==> src/rtl/sfifo_pkt_writer.sv <==
module sfifo_pkt_writer #(
  parameter int BUS_BYTES = 4,
  parameter int ADDR_W    = 2
) (
  input  logic                   clk,
  input  logic                   rst_n,
  input  logic [8*BUS_BYTES-1:0] s_data,
  input  logic                   s_valid,
  input  logic                   s_last,
  output logic                   s_ready,
  input  logic                   zlp_req,
  input  logic [ADDR_W-1:0]      addr_sel,
  input  logic                   fifo_space,
  output logic                   cs_n,
  output logic                   wr_n,
  output logic                   pktend_n,
  output logic [ADDR_W-1:0]      fifo_addr,
  output logic [8*BUS_BYTES-1:0] fifo_data
);
  localparam int DW = 8 * BUS_BYTES;

  typedef enum logic [1:0] {S_IDLE, S_XFER, S_GAP, S_ZLP} state_t;
  state_t state;

  logic hs;
  assign s_ready = (state == S_XFER) && fifo_space;
  assign hs      = s_valid && s_ready;

  always_ff @(posedge clk) begin
    if (!rst_n) begin
      state     <= S_IDLE;
      cs_n      <= 1'b1;
      wr_n      <= 1'b1;
      pktend_n  <= 1'b1;
      fifo_addr <= '0;
      fifo_data <= '0;
    end else begin
      case (state)
        S_IDLE: begin
          wr_n     <= 1'b1;
          pktend_n <= 1'b1;
          if (zlp_req) begin
            state     <= S_ZLP;
            cs_n      <= 1'b0;
            pktend_n  <= 1'b0;
            fifo_addr <= addr_sel;
          end else if (s_valid) begin
            state     <= S_XFER;
            cs_n      <= 1'b0;
            fifo_addr <= addr_sel;
          end else begin
            cs_n <= 1'b1;
          end
        end
        S_XFER: begin
          if (hs) begin
            wr_n      <= 1'b0;
            pktend_n  <= ~s_last;
            fifo_data <= s_data;
            if (s_last) state <= S_GAP;
          end else begin
            wr_n     <= 1'b1;
            pktend_n <= 1'b1;
          end
        end
        default: begin
          cs_n     <= 1'b1;
          wr_n     <= 1'b1;
          pktend_n <= 1'b1;
          state    <= S_IDLE;
        end
      endcase
    end
  end

  a_r2_ready_needs_space: assert property (@(posedge clk) disable iff (!rst_n)
    s_ready |-> fifo_space);

  a_r3_write_follows_hs: assert property (@(posedge clk) disable iff (!rst_n)
    hs |=> (!wr_n && !cs_n && fifo_data == $past(s_data)));

  a_r3_no_write_without_hs: assert property (@(posedge clk) disable iff (!rst_n)
    (!hs && state != S_IDLE) |=> wr_n);

  a_r3_strobe_needs_select: assert property (@(posedge clk) disable iff (!rst_n)
    !wr_n |-> !cs_n);

  a_r4_pktend_on_last: assert property (@(posedge clk) disable iff (!rst_n)
    (hs && s_last) |=> (!pktend_n && !wr_n));

  a_r4_no_early_pktend: assert property (@(posedge clk) disable iff (!rst_n)
    (hs && !s_last) |=> pktend_n);

  a_r5_release_after_commit: assert property (@(posedge clk) disable iff (!rst_n)
    !pktend_n |=> (cs_n && pktend_n));

  a_r7_zlp_only_on_request: assert property (@(posedge clk) disable iff (!rst_n)
    (!pktend_n && wr_n) |-> ($past(zlp_req) && !cs_n));

  a_r8_addr_hold: assert property (@(posedge clk) disable iff (!rst_n)
    (!cs_n && $past(!cs_n)) |-> $stable(fifo_addr));

  initial begin
    a_r1_width_sane: assert (DW >= 8);
  end
endmodule

==> config.mk <==
export PLATFORM = sky130hd
export DESIGN_NAME = sfifo_pkt_writer
export DESIGN_NICKNAME = d
export VERILOG_FILES = /design/src/rtl/sfifo_pkt_writer.sv
export SDC_FILE = /design/constraint.sdc
export NUM_CORES = 1
export LEC_CHECK = 0
export ABC_AREA = 1
export BUFFER_PORTS_ARGS = -buffer_cell sky130_fd_sc_hd__buf_2
export CAP_MARGIN = 20
export CORE_ASPECT_RATIO = 0.7
export CORE_MARGIN = 5
export CORE_UTILIZATION = 45
export DETAILED_ROUTE_END_ITERATION = 8
export PLACE_DENSITY_LB_ADDON = 0.08
export SETUP_SLACK_MARGIN = 0.02
export SLEW_MARGIN = 25
export SYNTH_ARGS = -nofsm -noshare
export SYNTH_HDL_FRONTEND = slang
export SYNTH_SLANG_ARGS = --single-unit
==> constraint.sdc <==
create_clock -name clk -period 2.6 [get_ports clk]
set_clock_uncertainty 0.1 [all_clocks]
set_input_delay 0.13 -clock clk [delete_from_list [all_inputs] [get_ports clk]]
set_output_delay 0.13 -clock clk [all_outputs]
set_load 0.02 [all_outputs]
**Yosys cells after proc, flatten, opt, wreduce, memory -nomap -nowiden**

Index checks and enable logic that the tools add are counted.

- Input bits: 40
- Memories: 0
- ROM bits: 0
- Memory bits (writable): 0
- Latch bits: 0
- Logic and storage cells: 33
- Register bits after elaboration: 39
- Output and inout port bits: 38

- Shift operators: 0
- $lt $le $gt $ge: 0
- Multipliers: 0
- Muxes and demuxes: 14
- Bitwise logic cells: 1
- Add/subtract/negate cells: 0
- Div/mod/pow operators: 0
- Reductions and logical operators: 8
- Equal/unequal tests: 4

Operator list:

| kind | number |
|---|---|
| two-way mux 2 bit | 6 |
| AND reduction 2 bit | 3 |
| two-way mux 1 bit | 5 |
| != test 2 bit, second input constant | 2 |
| one-hot mux 1 bit (2 select lines) | 2 |
| one-hot mux 2 bit (2 select lines) | 1 |
| != test 3 bit, second input constant | 1 |
| AND reduction 3 bit | 1 |
| == test 2 x 1 -> 1 bit, second input constant | 1 |
| logical AND 1 bit | 2 |
| zero test 2 bit | 1 |
| nonzero test 2 bit | 1 |
| NOT 1 bit | 1 |

**Depth between registers and ports, before layout**

Gate-level depths: netlist (run 1).

- Depth after elaboration: 5
- Mapped depth: 6
- Mapped depth without buffers: 6

**Least setup slack after synthesis (run 1)**

No wires, ideal clock.

- Kind: register to register
- Start: register state[0]
- End: register wr_n
- Buffers on the path: 0
- Cell stages (with the launch flop): 6
- Clock period less this slack: 1.276 ns
- Library setup time: 0.144 ns
- Required time: 2.356 ns
- Data arrival time: 1.032 ns
- Setup slack: 1.324 ns
- Cells stage by stage: dfxtp_1 -> inv_1 -> nor2_1 -> inv_1 -> nor2_1 -> nand3_1

- Cells in the longest elaborated chain, start to end: 4
- Elaborated cells on any way between the ends: 5
- Those cells by class: eq/ne (1); mux (1); reduce/logical (3)

Ends and longest elaborated chain:

| element | RTL line | RTL |
|---|---|---|
| start: declaration | 23 | `state_t state;` |
| start signal: assignment | 31 | `state <= S_IDLE;` |
| start signal: assignment | 43 | `state <= S_ZLP;` |
| start signal: assignment | 48 | `state <= S_XFER;` |
| == test 2 x 1 -> 1 bit | 26 | `assign s_ready = (state == S_XFER) && fifo_space;` |
| logical AND 1 bit | 26 |  |
| via s_ready | 10 | `output logic s_ready,` |
| logical AND 1 bit | 27 | `assign hs = s_valid && s_ready;` |
| two-way mux 1 bit | 56 | `if (hs) begin` |
| end signal: assignment | 33 | `wr_n <= 1'b1;` |
| end signal: assignment | 57 | `wr_n <= 1'b0;` |
| end signal: assignment | 62 | `wr_n <= 1'b1;` |
| end: declaration | 15 | `output logic wr_n,` |

The timed path passes the listed nets, and every way through them passes these cells.
A chain may end at the register's enable or synchronous reset.

**Worst setup path after layout (run 1)**

- Start: input port s_valid
- End: register fifo_data[26]

- Cells in the longest elaborated chain, start to end: 2

Ends and longest elaborated chain:

| element | RTL line | RTL |
|---|---|---|
| start: declaration | 8 | `input logic s_valid,` |
| logical AND 1 bit | 27 |  |
| AND reduction 2 bit (no source line) | -- |  |
| end signal: assignment | 59 | `fifo_data <= s_data;` |
| end: declaration | 18 | `output logic [8*BUS_BYTES-1:0] fifo_data` |

Every way passes these cells.

==> results.cfg, run 1 <==
[floorplanning]
rows = 18
coreArea_um2 = 3468
io_pins = 78
die_w_um = 81.17
die_y_um = 59.82
die_area_um2 = 4855
start_util = 0.4600

[critical_path]
required_ns = 2.68
crit_fanout = 64
worst_ep_arrival_time_ns = 1.68
r2r_start = state[1]
r2r_slack_ns = 1.14
start_kind = input pin
worst_r2r_endpoint = fifo_data[26]
r2r_cells = 6
path_class = input pin to flip-flop
end_kind = flip-flop

[layout]
drive_gt1_frac = 0.2421
diodes = 0
final_nets = 388
fillCellCount = 324
syn_to_final_growth_pct = 49.57

[routing]
ant_nets = 0
drtIter0Drc = 48
routed_via_density = 4.131
drc_errors = 0
wl_mm = 3.963
first_pass_iters = 4
routedWlPerCell_um = 9.982
vias = 1640

[yosys]
yosysMostFrequentCell = nor2_1
syn_area_um2 = 1595
yosysWarnings = 0
synth.net_count = 280
synthTopCellsByArea = dfxtp_1 (49%), nor2_1 (17%), nand2_1 (16%), inv_1 (9.6%), buf_6 (2.1%)
ys_types = 11
ys_seq_area_frac = 0.4894
netlist_top_cells_count = nor2_1 (72), nand2_1 (69), inv_1 (41)
synth.top_cell.area_share = 0.4894
synth_edf_count = 0
synthFlopType = dfxtp_1
synth_cells = 240
synth.avg_cell_area_um2 = 6.647
synth_top_area_cell = dfxtp_1
synth-seq-cells = 39
async_flop_share = 0

[sta]
layout_min_cycle_time_ns = 1.597
max-slew-margin-rel = 0.5685
fin_tns_setup_ns = 0
grt_setup_unrepaired = no
worst_pin_slew_ns = 0.6472
holdWs_ns = 0.01374
drv_slew = 0
post-route-period-util = 0.6144
fmax_mhz = 626.0
finalSetupViolCount = 0
finalHoldViolCount = 0

[run_status]
status = completed

[placement]
gp_routability_congestion = 0.6704
portBuffers = 77
hpwl_mm = 2.480

[hold_path]
hold_start = addr_sel[0]
holdPathEnd = fifo_addr[0]
hp-class = input pin to flip-flop
min_path_cells = 3

[grt]
overflow = 0
grt_max_degree = 65
grt_pass1_wl_mm = 6.375
grtUsageTotal = 0.1757
antenna_found_initial = 0
grt_pass1_vias = 1572

[clock_network]
htree_num_levels = 2
clk_path_buf_depth = 2
clock-root-buffer = clkbuf_8
cts_tree = yes
insertion_delay_ns = 0.28
clk_pin_slew_ns = 0.07
numCtsBuffers = 5
clkSinkCount = 39

[power]
cellLeakagePower_nw = 1.398
finalPower_mw = 1.312
vdd_drop_max_mv = 0.3336
p_per_area_nw_per_um2 = 549.7

[run]
maxCapViolCount = 0
## cell usage in the layout, fill, tap and decap left out
cell and count:
buf_2 77, nor2_1 72, nand2_1 69, inv_1 41
dfxtp_1 39, dlygate4sd3_1 33, o21ai_0 5, clkbuf_8 5
nand3_1 2, nand4_4 1, o21a_1 1, clkbuf_1 1
buf_4 1
## state kept, by name, indices dropped and copies added, names as in the netlist
| signal | count |
|---|---|
| wr_n | 1 |
| state | 2 |
| fifo_data | 32 |
| fifo_addr | 2 |
| cs_n | 1 |
| pktend_n | 1 |
## layout make-up
class	instances	area, um2	area share
flip-flops and latches	39	780.7	0.3272
repair buffers	111	723.2	0.3031
multi-input cells	150	593.1	0.2486
inverters	41	153.9	0.06450
clock buffers	6	72.57	0.03041
well taps	50	62.56	0.02622
## worst max-delay path, stage by stage
cell           delay, ns
dlygate4sd3_1       0.54
buf_2               0.16
nand4_4             0.09
buf_4               0.49
nand2_1             0.11
nand2_1             0.09
nor2_1              0.04
## logic make-up (layout without fill, tap and decap cells)
family | count (synthesis) | after routing | synth area share
compound gates | 6 | 6 | 0.02039
buf+inv | 51 | 158 | 0.1388
flops | 39 | 39 | 0.4894
simple gates | 144 | 144 | 0.3514
## timing repair
action	CTS	global route
endpoints found under the hold margin	33	0
hold buffers	33	0
setup buffers	0	0
gates resized for setup	0	0
endpoints found under the setup margin	0	0
## layer usage
layer / share of wire / vias up / routed length [um] / track usage
met5: 0 / - / 0 / 0
met1: 0.44 / 682 / 1748 / 0.1836
li1: - / 898 / - / -
met2: 0.46 / 49 / 1840 / 0.3146
met4: 0.021 / 0 / 83 / 0.08916
met3: 0.073 / 11 / 291 / 0.06175
## worst max-delay path by stage
| stage | slack [ns] | from | endpoint | cells past startpoint |
|---|---|---|---|---|
| finish | 1.00 | s_valid | fifo_data[26] | 7 |
| global route | 0.86 | s_valid | fifo_data[7] | 7 |
| CTS | 1.03 | state[0] | s_ready | 5 |
| detailed placement | 1.14 | state[1] | fifo_data[4] | 6 |
| global placement | 1.19 | state[1] | fifo_data[2] | 6 |
| floorplan | 1.32 | state[0] | wr_n | 5 |
## power breakdown
part           internal, mW  total (mW)  switching, mW
Sequential            0.642       0.665         0.0232
Combinational         0.121       0.284          0.163
Clock                 0.178       0.363          0.185
## through the flow
stage | util | std cells | worst slack (ns) | area (um2)
floorplan | - | 240 | 1.324 | 1595
global placement | 0.5718 | 358 | 1.194 | 1983
detailed placement | 0.5718 | 358 | 1.142 | 1983
CTS | 0.6880 | 397 | 1.027 | 2386
global route | 0.6880 | 397 | 0.8610 | 2386
finish | 0.6880 | 397 | 1.003 | 2386
Power figures use the tool's default switching activity.
==> run 2: changes to the inputs <==
--- a/config.mk
+++ b/config.mk
@@ -10,7 +10,7 @@
 export CAP_MARGIN = 20
 export CORE_ASPECT_RATIO = 0.7
 export CORE_MARGIN = 5
-export CORE_UTILIZATION = 45
+export CORE_UTILIZATION = 41
 export DETAILED_ROUTE_END_ITERATION = 8
 export PLACE_DENSITY_LB_ADDON = 0.08
 export SETUP_SLACK_MARGIN = 0.02
==> constraint.sdc (replaced) <==
create_clock -name clk -period 1.3 [get_ports clk]
set_clock_uncertainty 0.1 [all_clocks]
set_input_delay 0.065 -clock clk [delete_from_list [all_inputs] [get_ports clk]]
set_output_delay 0.065 -clock clk [all_outputs]
set_load 0.02 [all_outputs]
==> results.cfg, run 2 (synthesis gave the netlist of run 1 again) <==
[layout]
stdcell_count = 410
multi_input_area_um2 = 608.1
top_regs = fifo_data: 32 flops, fifo_addr: 2 flops, state: 2 flops
final_area_um2 = 2534
top_register = fifo_data
largest_register_ff_count = 32
final_nets = 397
syn_to_final_growth_pct = 58.82
drive_gt1_frac = 0.2737
diodes = 0
regArea_um2 = 784.5
final_cell_mix = buf_2 (76), nor2_1 (70), nand2_1 (69)
final_core_util = 0.6620
final_common_cell = buf_2
fillCellCount = 362

[clock_network]
clk_path_buf_depth = 2
numCtsBuffers = 5
htree_num_levels = 2
clkSinkCount = 39
cts_tree = yes
insertion_delay_ns = 0.27
clk_pin_slew_ns = 0.07
clock-root-buffer = clkbuf_8

[routing]
drtIter0Drc = 56
routedWlPerCell_um = 10.09
first_pass_iters = 4
met2_wirelength_mm = 1.963
ant_nets = 0
drt-met1-wl_mm = 1.778
routed_via_density = 4.034
drc_errors = 0
wl_mm = 4.137
wl_met3_um = 360
routed.top_layer = met4
vias = 1654

[placement]
place_inst = 363
dp_slack_ns = 0.1345
portBuffers = 77
hpwl_mm = 2.521
placed_area_um2 = 2021
gp_routability_congestion = 0.7848

[power]
cellLeakagePower_nw = 1.467
internal-power_mw = 2.051
switching_share = 0.2761
p_per_area_nw_per_um2 = 1118
p_comb_frac = 0.225
power_switching_mw = 0.7823
p_seq_frac = 0.468
finalPower_mw = 2.833
clkPwrFrac = 0.307
vdd_drop_max_mv = 0.7207

[grt]
overflow = 0
grt_max_degree = 37
grtUsageTotal = 0.1600
grt_pass1_wl_mm = 6.893
grt_pass1_vias = 1521
antenna_found_initial = 0

[sta]
fin_tns_setup_ns = 0
drv_slew = 0
worst_pin_slew_ns = 0.3208
finalHoldViolCount = 0
fin_ws_ns = 0.1023
finalSetupViolCount = 0
post-route-period-util = 0.9213
max-slew-margin-rel = 0.7847
fmax_mhz = 834.9
holdWs_ns = 0.03705
grt_setup_unrepaired = no
layout_min_cycle_time_ns = 1.198

[floorplanning]
die_w_um = 84.56
io_pins = 78
die_area_um2 = 5258
rows = 19
coreArea_um2 = 3827
start_util = 0.4168
die_y_um = 62.19

[hold_path]
hp-class = input pin to flip-flop

[critical_path]
path_class = flip-flop to flip-flop
required_ns = 1.38
start_kind = flip-flop
end_kind = flip-flop
worst_ep_arrival_time_ns = 1.27
crit_fanout = 36

[run_status]
status = completed

[run]
maxCapViolCount = 0
[run 2: cell count changes in the layout (fill, tap and decap cells not counted), sizes merged]
cell / change
buf: +7
clkbuf: +2
dlygate4sd3: +2
[run 2: path summary, 6_finish.rpt]
check,startpoint,endpoint,slack [ns],cells after the start
max,state[1],fifo_data[21],0.10,6
min,rst_n,fifo_data[2],0.04,3
max reg2reg,state[1],fifo_data[21],0.10,6
min reg2reg,fifo_addr[0],fifo_addr[0],0.39,2
[run 2: final cells by class]
cell class | count | share of cell area
Tap cell | 52 | 0.02568
Sequential cell | 39 | 0.3096
Inverter | 41 | 0.06074
Clock buffer | 8 | 0.03951
Multi-Input combinational cell | 150 | 0.2400
Timing Repair Buffer | 120 | 0.3244
[run 2: per-layer routing]
metal | up-vias | GRT usage
li1 | 915 | -
met1 | 683 | 0.1872
met2 | 52 | 0.2695
met3 | 4 | 0.06341
met4 | 0 | 0.04743
met5 | - | 0
[run 2: power groups by stage]
stage | logic, mW | clock network [mW] | registers [mW]
after floorplan | 0.227 | 0 | 1.45
after CTS | 0.625 | 0.912 | 1.33
final | 0.636 | 0.870 | 1.33
after global placement | 0.502 | 0 | 1.35
after global routing | 0.712 | 0.963 | 1.34
after detailed placement | 0.503 | 0 | 1.35
[run 2: worst max-delay path: stages, from the launching register on]
cell     delay [ns]
dfxtp_1        0.41
inv_1          0.12
nand4_4        0.10
buf_12         0.19
nand2_1        0.07
nand2_1        0.06
nor2_1         0.03
[run 2: repair_timing]
action	in CTS	in global routing
endpoints found under the setup margin	1	20
buffers inserted	4	0
endpoints found under the hold margin	35	0
hold buffers	35	0
pin swaps	2	2
gates resized for setup	8	5
